## src/rtl/pcm_seq_pkg.sv

```systemverilog
package pcm_seq_pkg;
  localparam int WORD_W = 16;
  localparam int ENT_W  = 24;
  localparam int RSP_W  = 8;
  localparam int CNT_W  = $clog2(WORD_W);

  // format entry layout: bits 23/22/21 are decoded flags
  typedef struct packed {
    logic              lit;       // literal word
    logic              last;      // frame ends after this word
    logic              mode_ins;  // insert mission-mode word
    logic [4:0]        fill;      // low bits substituted on a missing reply
    logic [WORD_W-1:0] body;      // literal word or request word
  } fmt_ent_t;
endpackage

```

## src/rtl/pcm_seq_timer.sv

```systemverilog
module pcm_seq_timer
  import pcm_seq_pkg::*;
(
  input  logic clk,
  input  logic rst_n,
  output logic slot_first,
  output logic ent_cap,
  output logic slot_last
);
  logic [CNT_W-1:0] cnt_q, cnt_d;

  always_comb begin
    cnt_d = cnt_q + CNT_W'(1);
  end

  always_ff @(posedge clk or negedge rst_n) begin
    if (!rst_n) cnt_q <= '0;
    else        cnt_q <= cnt_d;
  end

  assign slot_first = (cnt_q == '0);
  assign ent_cap    = (cnt_q == CNT_W'(1));
  assign slot_last  = (cnt_q == CNT_W'(WORD_W - 1));


  slot_wrap_chk: assert property (@(posedge clk) disable iff (!rst_n)
    slot_last |=> slot_first);
endmodule

```

## src/rtl/pcm_seq_addr.sv

```systemverilog
module pcm_seq_addr #(
  parameter int AW     = 15,
  parameter int MODE_W = 3,
  parameter int JMP_W  = 2
) (
  input  logic              clk,
  input  logic              rst_n,
  input  logic              slot_last,
  input  logic              ent_last,
  input  logic [JMP_W-1:0]  jumper_cfg,
  input  logic [MODE_W-1:0] mode_sel,
  output logic [AW-1:0]     fmt_addr,
  output logic [MODE_W-1:0] act_mode,
  output logic              at_start
);
  localparam int SH_W = $clog2(AW + 1);

  logic [AW-1:0]     off_q, off_d;
  logic [MODE_W-1:0] mode_q, mode_d;
  logic              start_q, start_d;
  logic [JMP_W-1:0]  nb;
  logic [SH_W-1:0]   sh;
  logic [MODE_W-1:0] reg_mask;
  logic [AW-1:0]     off_mask, base;

  // region geometry from the jumper setting
  always_comb begin
    if (int'(jumper_cfg) > MODE_W) nb = JMP_W'(MODE_W);
    else                           nb = jumper_cfg;
    sh       = SH_W'(AW) - SH_W'(nb);
    reg_mask = ~({MODE_W{1'b1}} << nb);
    off_mask = {AW{1'b1}} >> nb;
    base     = AW'(mode_q & reg_mask) << sh;
  end

  // next state: advance only at slot end
  always_comb begin
    off_d   = off_q;
    mode_d  = mode_q;
    start_d = start_q;
    if (slot_last) begin
      start_d = ent_last;
      if (ent_last) begin
        off_d  = '0;
        mode_d = mode_sel;
      end else begin
        off_d  = (off_q + AW'(1)) & off_mask;
      end
    end
  end

  always_ff @(posedge clk or negedge rst_n) begin
    if (!rst_n) begin
      off_q   <= '0;
      mode_q  <= '0;
      start_q <= 1'b1;
    end else begin
      off_q   <= off_d;
      mode_q  <= mode_d;
      start_q <= start_d;
    end
  end

  assign fmt_addr = base | (off_q & off_mask);
  assign act_mode = mode_q;
  assign at_start = start_q;


  mode_hold_chk: assert property (@(posedge clk) disable iff (!rst_n)
    !(slot_last && ent_last) |=> $stable(act_mode));

  frame_restart_chk: assert property (@(posedge clk) disable iff (!rst_n)
    (slot_last && ent_last) |=> at_start);
endmodule

```

## src/rtl/pcm_seq_word.sv

```systemverilog
module pcm_seq_word
  import pcm_seq_pkg::*;
#(
  parameter int                           MODE_W      = 3,
  parameter logic [WORD_W-MODE_W-1:0]     MODE_PREFIX = '0
) (
  input  logic              clk,
  input  logic              rst_n,
  input  logic              slot_first,
  input  logic              ent_cap,
  input  logic              slot_last,
  input  logic [ENT_W-1:0]  fmt_rdata,
  input  logic              rsp_valid,
  input  logic [RSP_W-1:0]  rsp_data,
  input  logic [MODE_W-1:0] act_mode,
  input  logic              at_start,
  output logic              ent_last,
  output logic              req_valid,
  output logic [WORD_W-1:0] req_word,
  output logic              pcm_bit,
  output logic              word_sync,
  output logic              frame_sync
);
  fmt_ent_t          ent_q, ent_d, ent_in;
  logic              first_q, first_d;
  logic              req_q, req_d;
  logic              win_q, win_d;
  logic              got_q, got_d;
  logic [RSP_W-1:0]  hold_q, hold_d;
  logic [WORD_W-1:0] sh_q, sh_d;
  logic              sfirst_q, sfirst_d;
  logic              live_q, live_d;
  logic [RSP_W-1:0]  rsp_byte;
  logic [WORD_W-1:0] word;

  assign ent_in = fmt_ent_t'(fmt_rdata);

  // word assembly for the slot that is ending
  always_comb begin
    if (win_q && rsp_valid) rsp_byte = rsp_data;
    else if (got_q)         rsp_byte = hold_q;
    else                    rsp_byte = RSP_W'(ent_q.fill);
    if (ent_q.lit) begin
      if (ent_q.mode_ins) word = {MODE_PREFIX, act_mode};
      else                word = ent_q.body;
    end else begin
      word = {ent_q.body[WORD_W-1:RSP_W], rsp_byte};
    end
  end

  always_comb begin
    ent_d    = ent_cap ? ent_in : ent_q;
    first_d  = ent_cap ? at_start : first_q;
    req_d    = ent_cap && !ent_in.lit;
    win_d    = win_q;
    got_d    = got_q;
    hold_d   = hold_q;
    if (slot_last) begin
      win_d  = 1'b0;
      got_d  = 1'b0;
      hold_d = '0;
    end else begin
      if (ent_cap) win_d = !ent_in.lit;
      if (win_q && rsp_valid) begin
        got_d  = 1'b1;
        hold_d = rsp_data;
      end
    end
    sh_d     = slot_last ? word : {sh_q[WORD_W-2:0], 1'b0};
    sfirst_d = slot_last ? first_q : sfirst_q;
    live_d   = slot_last ? 1'b1 : live_q;
  end

  always_ff @(posedge clk or negedge rst_n) begin
    if (!rst_n) begin
      ent_q    <= '0;
      first_q  <= 1'b0;
      req_q    <= 1'b0;
      win_q    <= 1'b0;
      got_q    <= 1'b0;
      hold_q   <= '0;
      sh_q     <= '0;
      sfirst_q <= 1'b0;
      live_q   <= 1'b0;
    end else begin
      ent_q    <= ent_d;
      first_q  <= first_d;
      req_q    <= req_d;
      win_q    <= win_d;
      got_q    <= got_d;
      hold_q   <= hold_d;
      sh_q     <= sh_d;
      sfirst_q <= sfirst_d;
      live_q   <= live_d;
    end
  end

  assign ent_last   = ent_q.last;
  assign req_valid  = req_q;
  assign req_word   = ent_q.body;
  assign pcm_bit    = live_q & sh_q[WORD_W-1];
  assign word_sync  = live_q & slot_first;
  assign frame_sync = word_sync & sfirst_q;


  req_pulse_chk: assert property (@(posedge clk) disable iff (!rst_n)
    req_valid |=> !req_valid);

  req_after_cap_chk: assert property (@(posedge clk) disable iff (!rst_n)
    req_valid |-> $past(ent_cap));

  frame_in_word_chk: assert property (@(posedge clk) disable iff (!rst_n)
    frame_sync |-> word_sync);
endmodule

```

## src/rtl/pcm_frame_sequencer.sv

```systemverilog
module pcm_frame_sequencer
  import pcm_seq_pkg::*;
#(
  parameter int                       AW          = 15,
  parameter int                       MODE_W      = 3,
  parameter logic [WORD_W-MODE_W-1:0] MODE_PREFIX = 13'h0F35
) (
  input  logic              clk,
  input  logic              rst_n,
  input  logic [1:0]        jumper_cfg,
  input  logic [MODE_W-1:0] mode_sel,
  output logic [AW-1:0]     fmt_addr,
  output logic              fmt_rd,
  input  logic [ENT_W-1:0]  fmt_rdata,
  output logic              req_valid,
  output logic [WORD_W-1:0] req_word,
  input  logic              rsp_valid,
  input  logic [RSP_W-1:0]  rsp_data,
  output logic              pcm_bit,
  output logic              word_sync,
  output logic              frame_sync
);
  localparam int JMP_W = $clog2(MODE_W + 1);

  logic              slot_first, ent_cap, slot_last;
  logic              ent_last, at_start;
  logic [MODE_W-1:0] act_mode;

  pcm_seq_timer i_timer (
    .clk        (clk),
    .rst_n      (rst_n),
    .slot_first (slot_first),
    .ent_cap    (ent_cap),
    .slot_last  (slot_last)
  );

  pcm_seq_addr #(.AW(AW), .MODE_W(MODE_W), .JMP_W(JMP_W)) i_addr (
    .clk        (clk),
    .rst_n      (rst_n),
    .slot_last  (slot_last),
    .ent_last   (ent_last),
    .jumper_cfg (JMP_W'(jumper_cfg)),
    .mode_sel   (mode_sel),
    .fmt_addr   (fmt_addr),
    .act_mode   (act_mode),
    .at_start   (at_start)
  );

  pcm_seq_word #(.MODE_W(MODE_W), .MODE_PREFIX(MODE_PREFIX)) i_word (
    .clk        (clk),
    .rst_n      (rst_n),
    .slot_first (slot_first),
    .ent_cap    (ent_cap),
    .slot_last  (slot_last),
    .fmt_rdata  (fmt_rdata),
    .rsp_valid  (rsp_valid),
    .rsp_data   (rsp_data),
    .act_mode   (act_mode),
    .at_start   (at_start),
    .ent_last   (ent_last),
    .req_valid  (req_valid),
    .req_word   (req_word),
    .pcm_bit    (pcm_bit),
    .word_sync  (word_sync),
    .frame_sync (frame_sync)
  );

  assign fmt_rd = slot_first;


  fetch_once_chk: assert property (@(posedge clk) disable iff (!rst_n)
    fmt_rd |=> !fmt_rd);
endmodule

```

## config.mk

```make
export PLATFORM = sky130hd
export DESIGN_NAME = pcm_frame_sequencer
export DESIGN_NICKNAME = d
export VERILOG_FILES = /design/src/rtl/pcm_seq_pkg.sv /design/src/rtl/pcm_seq_timer.sv /design/src/rtl/pcm_seq_addr.sv /design/src/rtl/pcm_seq_word.sv /design/src/rtl/pcm_frame_sequencer.sv
export SDC_FILE = /design/constraint.sdc
export NUM_CORES = 1
export LEC_CHECK = 0
export BUFFER_PORTS_ARGS = -buffer_cell sky130_fd_sc_hd__buf_4
export CORE_ASPECT_RATIO = 1.4
export CORE_MARGIN = 3
export CORE_UTILIZATION = 35
export DETAILED_ROUTE_END_ITERATION = 8
export HOLD_SLACK_MARGIN = 0.02
export PLACE_DENSITY = 0.59
export SLEW_MARGIN = 10
export SYNTH_ARGS = -nofsm -noshare
export SYNTH_HDL_FRONTEND = slang
export SYNTH_SLANG_ARGS = --single-unit
```

## constraint.sdc

```tcl
create_clock -name clk -period 2.6 [get_ports clk]
set_clock_uncertainty 0.2 [all_clocks]
set_input_delay 0 -clock clk [delete_from_list [all_inputs] [get_ports clk]]
set_output_delay 0 -clock clk [all_outputs]
set_load 0.1 [all_outputs]
```

# [Word-level counts from Yosys, hierarchy flattened]
# Cells that the tools add are included.
[op_classes] n_mux=12 n_eq_ne=2 shifts=3 n_reduce_logical=7 n_addsub=3 bitwise_logic=8
[op_table] op="16-bit two-way mux" n=3
[op_table] op="8-bit two-way mux" n=4
[op_table] op="15-bit bitwise AND" n=2
[op_table] op="15-bit by 1-bit adder with 15-bit output, second input constant" n=1
[op_table] op="15-bit two-way mux" n=1
[op_table] op="15-bit OR" n=1
[op_table] op="15-bit by 4-bit left shift with 15-bit output" n=1
[op_table] op="15-bit by 2-bit >> shifter with 15-bit output, first input constant" n=1
[op_table] op="4-bit by 1-bit adder with 4-bit output, second input constant" n=1
[op_table] op="4-bit by 1-bit equality test with 1-bit output, second input constant" n=1
[op_table] op="4-bit equality test, second input constant" n=1
[op_table] op="4-bit zero test" n=1
[op_table] op="1-bit two-way mux" n=4
[op_table] op="2-bit nonzero test" n=2
[op_table] op="1-bit by 3-bit subtractor with 4-bit output, first input constant" n=1
[op_table] op="1-bit bitwise AND" n=3
[op_table] op="3-bit bitwise AND" n=1
[op_table] op="3-bit NOT" n=1
[op_table] op="3-bit by 2-bit left shift with 3-bit output, first input constant" n=1
[op_table] op="1-bit logical AND" n=2
[op_table] op="2-bit AND reduction" n=1
[op_table] op="1-bit zero test" n=1
[word_totals] in_bits=40 reg_bits=77

# [Longest topological paths before layout]
# Gate-level depths: netlist of the first run.
[depth] depth_word=5 ltp_mapped=7 depth_no_buf=5

# [By module]
# A second synthesis of the first run with hierarchy kept.
[hier_totals] hier_cells=348 area_unflattened_um2=3878.7
[by_module_without_submodules] mod="pcm_seq_word" area_each_um2=2466.1 cells_per_inst=214 instances=1
[by_module_without_submodules] mod="pcm_seq_addr" area_each_um2=1217.4 cells_per_inst=119 instances=1
[by_module_without_submodules] mod="pcm_seq_timer" area_each_um2=195.2 cells_per_inst=15 instances=1

# [Least setup slack after synthesis of the first run]
# No wires, ideal clock.
[synth_timing] path_type="reg-to-output" start="reg i_timer.cnt_q[0]" end="out frame_sync" stages_incl_launch_ff=5 required_ns=2.400 t_arrival_ns=3.881 slack_ns=-1.481 cell_sequence="dfrtp_1 inv_1 ha_1 nor3b_1 and3_1"
[synth_via] elab_chain_len=3
[synth_lines] item="start, declared" line="pcm_seq_timer.sv:10" text="logic [CNT_W-1:0] cnt_q, cnt_d;"
[synth_lines] item="start signal, assigned" line="pcm_seq_timer.sv:18" text="else cnt_q <= cnt_d;"
[synth_lines] item="4-bit zero test" line="pcm_seq_timer.sv:21" text="assign slot_first = (cnt_q == '0);"
[synth_lines] item="net fmt_rd" line="pcm_frame_sequencer.sv:13" text="output logic fmt_rd,"
[synth_lines] item="1-bit bitwise AND" line="pcm_seq_word.sv:102" text="assign word_sync = live_q & slot_first;"
[synth_lines] item="1-bit bitwise AND" line="pcm_seq_word.sv:103" text="assign frame_sync = word_sync & sfirst_q;"
[synth_lines] item="end, declared" line="pcm_frame_sequencer.sv:21" text="output logic frame_sync"
# The timed path passes the listed nets, and every way through them passes these cells.

# [Worst setup path in the final report of the first run]
[layout_timing] start="reg i_addr.off_q[3]" end="reg i_addr.off_q[11]"
[layout_via] elab_chain_len=3
[layout_lines] item="start, declared" line="pcm_seq_addr.sv:18" text="logic [AW-1:0] off_q, off_d;"
[layout_lines] item="start signal, assigned" line="pcm_seq_addr.sv:54" text="off_q <= '0;"
[layout_lines] item="start signal, assigned" line="pcm_seq_addr.sv:58" text="off_q <= off_d;"
[layout_lines] item="15-bit by 1-bit adder with 15-bit output" line="pcm_seq_addr.sv:47" text="off_d = (off_q + AW'(1)) & off_mask;"
[layout_lines] item="15-bit bitwise AND" line="pcm_seq_addr.sv:47"
[layout_lines] item="15-bit two-way mux" line="pcm_seq_addr.sv:43" text="if (ent_last) begin"
# Every way passes these cells.
# A chain may end at the register's enable or synchronous reset.

==> out/results.txt, run 1 <==
H-tree levels = 3
Ys flop type = dfrtp_1
Final layout net count = 485
Syn nets = 406
Crit-path max FO = 8
Vias in the first global route = 2891
Hold depth = 4
Least-Margin Pin Slew = 0.995 ns
Total Wirelength = 8980 um
Worst reg-to-reg setup slack = 0.63 ns
Min-delay src = rsp_valid
Max-slew violations = 0
Syn_area_per_cell = 10.4 um^2
Height of the die = 129 um
Final Hold Viols = 0
Final min period = 1.97 ns
Diodes inserted = 0
First-pass GRT wire length = 14500 um
Class of the most critical setup path = register to register
Synthesized area = 3760 um^2
Share of cells above drive strength 1 = 29.4%
DR WL/cell = 15.4 um
PD cells = 607 nW/um^2
Yosys cell types = 47
Dpl cells = 530
Crit path DAT = 1.99 ns
Initial Utilization = 36.1%
Fmax = 0.507 GHz
Clock sinks = 77
IO buf count = 75
Sequential fraction of the synthesis area = 51.3%
Startpoint types = register
Iter 0 DRT Violations = 134
VDD IR-drop max = 0.371 mV
Initial antenna violation count = 0
Boundary Pins = 76
GRT Residual Overflow = 0
Reg2reg path depth = 3
Number of remaining DRC errors = 0
Leading cell type in the layout, fill and taps excluded = buf_4
Worst R2R Start = i_addr.off_q[3]
Remaining antenna violation count = 0
Maxcap violations = 0
Routability congestion estimate = 0.895
Clk Latency, worst-skew pair = 0.34 ns
Leakage power = 2.28 nW
Post-Layout Inst Area = 4940 um^2
Via count = 2892
Most frequent cells in the layout = buf_4 (79), dfrtp_1 (76), nand2_1 (58)
DR vias/cell = 4.95
Longest Clk Path Bufs = 2
Gr usage total = 15.7%
CP Data Required Time = 2.62 ns
Placed cell areas = 4250 um^2
Top cells by area, synth = dfrtp_1 (51%), mux2_2 (9.3%), nand2_1 (5.8%)
Relative slew slack = 33.7%
Status = completed
Period utilization = 75.8%
Top cell type by total area after synthesis = dfrtp_1
Worst reg2reg path endpoint = i_addr.off_q[11]
Setup_tns = 0 ns
Clock root buffer = clkbuf_16
Layout Utilization = 47.5%
Die width = 93.6 um
Largest net degree at the start of global routing = 78
Synth warn = 0
Unrepaired setup endpoints after global routing = false
CTS buffer count = 9
Async set or reset register ratio after synthesis = 100%
CTS tree = built
Layout area overhead = 31.4%
FF+latch count, synth = 77
Hpwl dp = 5900 um
Clock-pin slew on the worst setup and hold paths = 0.06 ns
Full die area = 12000 um^2
Area share of the largest cell type after synthesis = 50.6%
Hold Path Class = input pin to register
Row count = 44
Finish-stage setup viols = 0
Crit path capture type = register
First drt pass iteration count = 4
Cell Count, Final, Fillers Out = 584
Core ar. = 10400 um^2
Synthesized instance count = 362
Post-synth EDFFs = 0
PostCTS Resize Cnt = 0
WHS Endpoint = i_word.hold_q[6]
==> report_power, final <==
part | switching [mW] | leakage (nW) | internal [mW]
combinational | 0.242 | 1.18 | 0.147
sequential | 0.0396 | 0.957 | 1.25
clock | 0.480 | 0.150 | 0.837
==> registers in the layout, summed over array words and instances, names as in the netlist, 3 cells and up <==
name and flops:
i_addr.off_q 15, i_word.ent_q 7, i_timer.cnt_q 4, i_word.hold_q 8
i_addr.act_mode 3, i_word.sh_q 16, i_word.req_word 16
==> worst max-delay path, cell delays in order, from the launching register on <==
cell     delay (ns)
dfrtp_1        0.46
nand3_1        0.27
or4_1          0.57
a311o_1        0.36
==> logic make-up after synthesis <==
family | count (synthesis) | share of synthesized area [%]
adders and majority gates | 4 | 1.33
AOI/OAI and AO/OA | 63 | 11.1
muxes | 40 | 12.0
buffers and inverters | 55 | 8.39
DFF | 77 | 51.3
xor gates and xnor gates | 2 | 0.466
and+or+nand+nor | 121 | 15.4
==> through the flow <==
stage / setup slack, ns / total power [mW] / hold WS, ns
after floorplan: 0.0263 / 1.55 / -0.496
after global placement: 0.698 / 1.65 / -0.0266
after detailed placement: 0.649 / 1.66 / -0.0270
after CTS: 0.586 / 3.05 / 0.0334
after global routing: 0.524 / 3.13 / 0.0922
final: 0.628 / 3.00 / 0.0489
==> synth_stat cells, drive strengths merged, types with 2 or more instances <==
library cell and instances:
o22ai 2, a311o 2, nand3 12, nor2b 4, buf 32, and2 7, mux2 31, nand2 58
a41oi 2, a22o 4, o31ai 4, nor3b 2, mux2i 8, o21ai 12, nand4 3, nor4 5
nand2b 2, a211oi 3, a221oi 2, nor3 8, a21oi 19, clkbuf 17, dfrtp 76, a21o 4
ha 4, nor2 13, o21bai 2, inv 6, and3 5
==> what timing repair did <==
item,4_1_cts,5_1_grt
hold buffers,38,0
endpoints found under the hold margin,124,0
buffers inserted,0,0
==> worst max-delay path by stage <==
stage	startpoint	to	slack [ns]	depth (start not counted)
finish	i_addr.off_q[3]	i_addr.off_q[11]	0.63	3
global route	i_addr.off_q[3]	i_addr.off_q[11]	0.52	3
CTS	i_timer.cnt_q[0]	frame_sync	0.59	5
detailed placement	i_addr.off_q[7]	i_addr.off_q[11]	0.65	3
global placement	i_addr.off_q[0]	i_addr.off_q[8]	0.70	5
floorplan	i_timer.cnt_q[0]	frame_sync	0.03	4
==> metal layers <==
layer	GRT usage, %	wire (um)	up-vias
li1	-	-	1401
met1	18.0	3630	1402
met2	27.4	4760	76
met3	4.09	419	13
met4	7.06	168	0
met5	0	0	-
==> final cells by class <==
| cell class | instances | area (um^2) |
|---|---|---|
| Clock buffer | 11 | 233 |
| Clock inverter | 5 | 77.6 |
| Fill cell | 993 | 5470 |
| Inverter | 6 | 22.5 |
| Multi-Input combinational cell | 230 | 1530 |
| Sequential cell | 77 | 1930 |
| Tap cell | 138 | 173 |
| Timing Repair Buffer | 117 | 973 |
Note: power is estimated with default switching activity, not from simulation.
==> run 2, diff against run 1 <==
--- a/config.mk
+++ b/config.mk
@@ -11,7 +11,7 @@
 export CORE_UTILIZATION = 35
 export DETAILED_ROUTE_END_ITERATION = 8
 export HOLD_SLACK_MARGIN = 0.02
-export PLACE_DENSITY = 0.59
+export PLACE_DENSITY = 0.61
 export SLEW_MARGIN = 10
 export SYNTH_ARGS = -nofsm -noshare
 export SYNTH_HDL_FRONTEND = slang
==> constraint.sdc (replaced) <==
create_clock -name clk -period 1.7 [get_ports clk]
set_clock_uncertainty 0.2 [all_clocks]
set_input_delay 0 -clock clk [delete_from_list [all_inputs] [get_ports clk]]
set_output_delay 0 -clock clk [all_outputs]
set_load 0.1 [all_outputs]
==> out/results.txt, run 2 (same netlist as run 1, synthesis figures left out) <==
Status = finished, violations left
Failing checks = setup timing
DR vias/cell = 4.95
Crit path DAT = 1.87 ns
Gr usage total = 16.6%
CP Data Required Time = 1.71 ns
Worst reg2reg path endpoint = i_word.req_word[5]
CP peak stage delay = 0.42 ns
Worst R2R Start = i_timer.cnt_q[1]
Clock sinks = 77
Diodes inserted = 0
Iter 0 DRT Violations = 154
Longest Clk Path Bufs = 2
Hold depth = 3
Clock-pin slew on the worst setup and hold paths = 0.06 ns
Fin worst setup slack = -0.160 ns
Routability congestion estimate = 0.887
Beginning of the critical path = i_timer.cnt_q[1]
Max-slew violations = 0
Crit path to = i_word.req_word[5]
Layout area overhead = 47.3%
Vias in the first global route = 3207
CTS buffer count = 9
Crit path capture type = register
DR WL/cell = 15.0 um
Relative slew slack = 65.9%
Number of remaining DRC errors = 0
Fmax = 0.538 GHz
Fillers = 916
Row count = 44
CP Cell Sequence = inv_2 > buf_4 > ha_1 > nor3b_4 > buf_6 > mux2_2
Worst path slowest cell = dfrtp_1
Unrepaired setup endpoints after global routing = true
Leakage power = 2.60 nW
Placed cell areas = 4590 um^2
CP bufs+invs = 3
Hold Path Class = input pin to register
Hpwl dp = 6670 um
Boundary Pins = 76
CTS tree = built
Post-Layout Inst Area = 5540 um^2
Class of the most critical setup path = register to register
Final layout net count = 530
PD cells = 836 nW/um^2
Most frequent cells in the layout = buf_4 (107), dfrtp_1 (75), nand2_1 (57)
Least-Margin Pin Slew = 0.512 ns
Final Hold Viols = 0
Total Wirelength = 9420 um
Die width = 93.6 um
Startpoint types = register
Reg area = 1930 um^2
Core ar. = 10400 um^2
Finish-stage setup viols = 56
Tot Pwr = 4.63 mW
Clk Latency, worst-skew pair = 0.33 ns
VDD IR-drop max = 0.432 mV
Final min period = 1.86 ns
Via count = 3109
CP top delay family = flip-flops
Crit-path max FO = 13
First-pass GRT wire length = 15600 um
Maxcap violations = 0
Initial antenna violation count = 0
Remaining antenna violation count = 0
Leading cell type in the layout, fill and taps excluded = buf_4
Period utilization = 109%
Reg2reg path depth = 6
IO buf count = 75
Clock root buffer = clkbuf_16
Full die area = 12000 um^2
Worst reg-to-reg setup slack = -0.16 ns
Largest net degree at the start of global routing = 39
Share of cells above drive strength 1 = 39.8%
H-tree levels = 3
Area of the multi-input gates = 1660 um^2
GRT Residual Overflow = 0
Crit path depth = 6
Height of the die = 129 um
Initial Utilization = 36.1%
First drt pass iteration count = 4
## run 2: report_power, final
part	switching (mW)	internal [mW]
Combinational	0.385	0.253
Clock	0.705	1.31
Sequential	0.0574	1.91
Total	1.15	3.48
## run 2: area by class of cell
class | count | area share, %
Sequential cell | 77 | 34.9
Multi-Input combinational cell | 230 | 30.1
Timing Repair Buffer | 162 | 25.8
Clock buffer | 11 | 4.39
Tap cell | 138 | 3.12
Clock inverter | 4 | 1.31
Inverter | 6 | 0.452
## run 2: stage by stage
step	instances	setup slack, ns	setup TNS (ns)	hold slack, ns	util, %
global placement	569	-0.0638	-0.116	-0.201	44.1
global route	628	-0.234	-9.08	0.220	53.2
floorplan	362	-0.494	-0.964	-0.496	-
finish	628	-0.160	-5.66	0.196	53.2
detailed placement	569	-0.0891	-1.05	-0.193	44.1
CTS	626	-0.149	-4.88	0.180	52.2
## run 2: worst register-to-register path, delay by kind of cell, from the launching register on
kind	cells	cell delay, ns
adder cells (fa/ha/maj)	1	0.13
buffers and inverters	3	0.41
flip-flops	1	0.42
multiplexers	1	0.36
AND/OR/NAND/NOR	1	0.22
## run 2: how the worst min path moves through the flow
stage | start | to | slack [ns]
final | fmt_rdata[23] | i_word.req_valid | 0.20
after global routing | fmt_rdata[23] | i_word.req_valid | 0.22
after CTS | fmt_rdata[23] | i_word.req_valid | 0.18
after detailed placement | rst_n | i_addr.off_q[13] | -0.19
after global placement | rst_n | i_addr.off_q[13] | -0.20
after floorplan | rst_n | i_addr.act_mode[0] | -0.50
## run 2: layer usage
| layer | GRT usage, % | wire (um) | vias to the layer above |
|---|---|---|---|
| li1 | - | - | 1485 |
| met1 | 18.9 | 3690 | 1512 |
| met2 | 29.9 | 5040 | 92 |
| met3 | 3.10 | 417 | 20 |
| met4 | 7.48 | 263 | 0 |
| met5 | 0 | 0 | - |
## run 2: timing repair
item,in CTS,in global routing
setup buffers,2,2
endpoints found under the setup margin,50,69
pin swaps,1,4
hold endpoints to repair,125,0
hold buffers,40,0
resized for setup,29,18
==> run 3, diff against run 2 <==
--- a/config.mk
+++ b/config.mk
@@ -7,11 +7,12 @@
 export LEC_CHECK = 0
 export BUFFER_PORTS_ARGS = -buffer_cell sky130_fd_sc_hd__buf_4
 export CORE_ASPECT_RATIO = 1.4
-export CORE_MARGIN = 3
+export CORE_MARGIN = 8
 export CORE_UTILIZATION = 35
 export DETAILED_ROUTE_END_ITERATION = 8
 export HOLD_SLACK_MARGIN = 0.02
 export PLACE_DENSITY = 0.61
+export RECOVER_POWER = 100
 export SLEW_MARGIN = 10
 export SYNTH_ARGS = -nofsm -noshare
 export SYNTH_HDL_FRONTEND = slang
==> out/results.txt, run 3 (same netlist as run 1, synthesis figures left out) <==
First-pass GRT wire length = 16900 um
Reg area = 1930 um^2
Total Wirelength = 10700 um
GRT Residual Overflow = 0
Initial Utilization = 35.3%
Maxcap violations = 0
Crit path DAT = 1.89 ns
Core ar. = 10600 um^2
First drt pass iteration count = 5
Die width = 104 um
Clock root buffer = clkbuf_16
Remaining antenna violation count = 0
Row count = 45
Leakage power = 2.82 nW
Final Hold Viols = 0
Max-slew violations = 0
Fin worst setup slack = -0.173 ns
Vias in the first global route = 3338
IO buf count = 75
Area of the multi-input gates = 1860 um^2
Leading cell type in the layout, fill and taps excluded = buf_4
Height of the die = 139 um
Clock-pin slew on the worst setup and hold paths = 0.06 ns
CTS tree = built
Largest net degree at the start of global routing = 36
Final layout net count = 540
Clk Latency, worst-skew pair = 0.33 ns
DR vias/cell = 4.99
Unrepaired setup endpoints after global routing = true
Failing checks = setup timing
Status = finished, violations left
Crit-path max FO = 5
Finish-stage setup viols = 54
Tot Pwr = 4.39 mW
Longest Clk Path Bufs = 2
Class of the most critical setup path = register to register
Pre-CTS setup slack = -0.0829 ns
Clock sinks = 77
Fmax = 0.534 GHz
Startpoint types = register
Iter 0 DRT Violations = 118
Via count = 3197
CTS buffer count = 9
Crit path capture type = register
Period utilization = 110%
Relative slew slack = 71.6%
Least-Margin Pin Slew = 0.426 ns
Most frequent cells in the layout = buf_4 (101), dfrtp_1 (74), nand2_1 (55)
Full die area = 14400 um^2
Initial antenna violation count = 0
Final min period = 1.87 ns
H-tree levels = 3
Layout area overhead = 56.9%
PD cells = 744 nW/um^2
CP Data Required Time = 1.72 ns
Routability congestion estimate = 0.834
Number of remaining DRC errors = 0
Diodes inserted = 0
Hold Path Class = input pin to register
Share of cells above drive strength 1 = 45.4%
Gr usage total = 14.4%
DR WL/cell = 16.7 um
Boundary Pins = 76
Fillers = 903
Hpwl dp = 6940 um
VDD IR-drop max = 0.477 mV
-- run 3: cell types whose count changed in the layout (fill, tap and decap cells not counted), moves of 5 or more --
cell       change
buf_4          -6
mux2_2        -20
buf_6         +11
clkbuf_16      +5
mux2_4        +20
o21ai_0        -8
a21oi_2        +5
a21oi_1        -6
-- run 3: final cells by class --
cell class	count	share of cell area [%]
repair buffers	172	27.8
clock inverters	4	0.424
well taps	141	2.99
inverters	6	0.382
clock buffers	11	4.12
multi-input cells	230	31.6
flip-flops and latches	77	32.7
-- run 3: critical path, cell delays in order (launching register included) --
cell	delay, ns
dfrtp_1	0.39
inv_2	0.09
buf_6	0.10
ha_4	0.11
nor3b_4	0.25
buf_6	0.17
clkbuf_16	0.15
mux2_4	0.30
-- run 3: worst paths after layout --
check                                      start                 end  slack (ns)  depth (start not counted)
max in group asynchronous                  rst_n     i_word.sh_q[12]        0.27                          4
worst min register to register    i_word.sh_q[8]      i_word.sh_q[9]        0.24                          2
min in group asynchronous                  rst_n    i_addr.off_q[11]        0.47                          3
worst min-delay path               fmt_rdata[23]    i_word.req_valid        0.18                          3
worst max register to register  i_timer.cnt_q[1]  i_word.req_word[7]       -0.17                          7
worst max-delay path            i_timer.cnt_q[1]  i_word.req_word[7]       -0.17                          7
-- run 3: layer usage --
| metal | wire [um] | vias up | track usage [%] | part of all wire [%] |
|---|---|---|---|---|
| li1 | - | 1512 | - | - |
| met1 | 4290 | 1578 | 15.9 | 40 |
| met2 | 5660 | 83 | 25.1 | 53 |
| met3 | 425 | 24 | 3.26 | 4.0 |
| met4 | 325 | 0 | 7.61 | 3.0 |
| met5 | 0 | - | 0 | 0 |
-- run 3: through the flow --
stage | util [%] | hold slack (ns) | instances | setup TNS, ns | area [um^2]
2_1_floorplan | - | -0.496 | 362 | -0.964 | 3820
3_3_place_gp | 42.8 | -0.251 | 567 | -0.772 | 4560
3_5_place_dp | 42.8 | -0.248 | 567 | -1.66 | 4560
4_1_cts | 51.3 | 0.154 | 627 | -3.95 | 5460
5_1_grt | 55.4 | 0.192 | 641 | -10.04 | 5900
6_report | 55.4 | 0.182 | 641 | -5.14 | 5900
-- run 3: what timing repair did --
action,4_1_cts,5_1_grt
setup endpoints to repair,36,64
gates resized for setup,52,65
setup buffers,4,9
pin swaps,1,9
hold buffers,40,0
hold endpoints to repair,125,0
cloned,1,6
-- run 3: report_power, final --
part	total, mW	switching, mW	internal, mW
Clock	1.75	0.731	1.01
Combinational	0.671	0.395	0.276
Sequential	1.97	0.0623	1.91
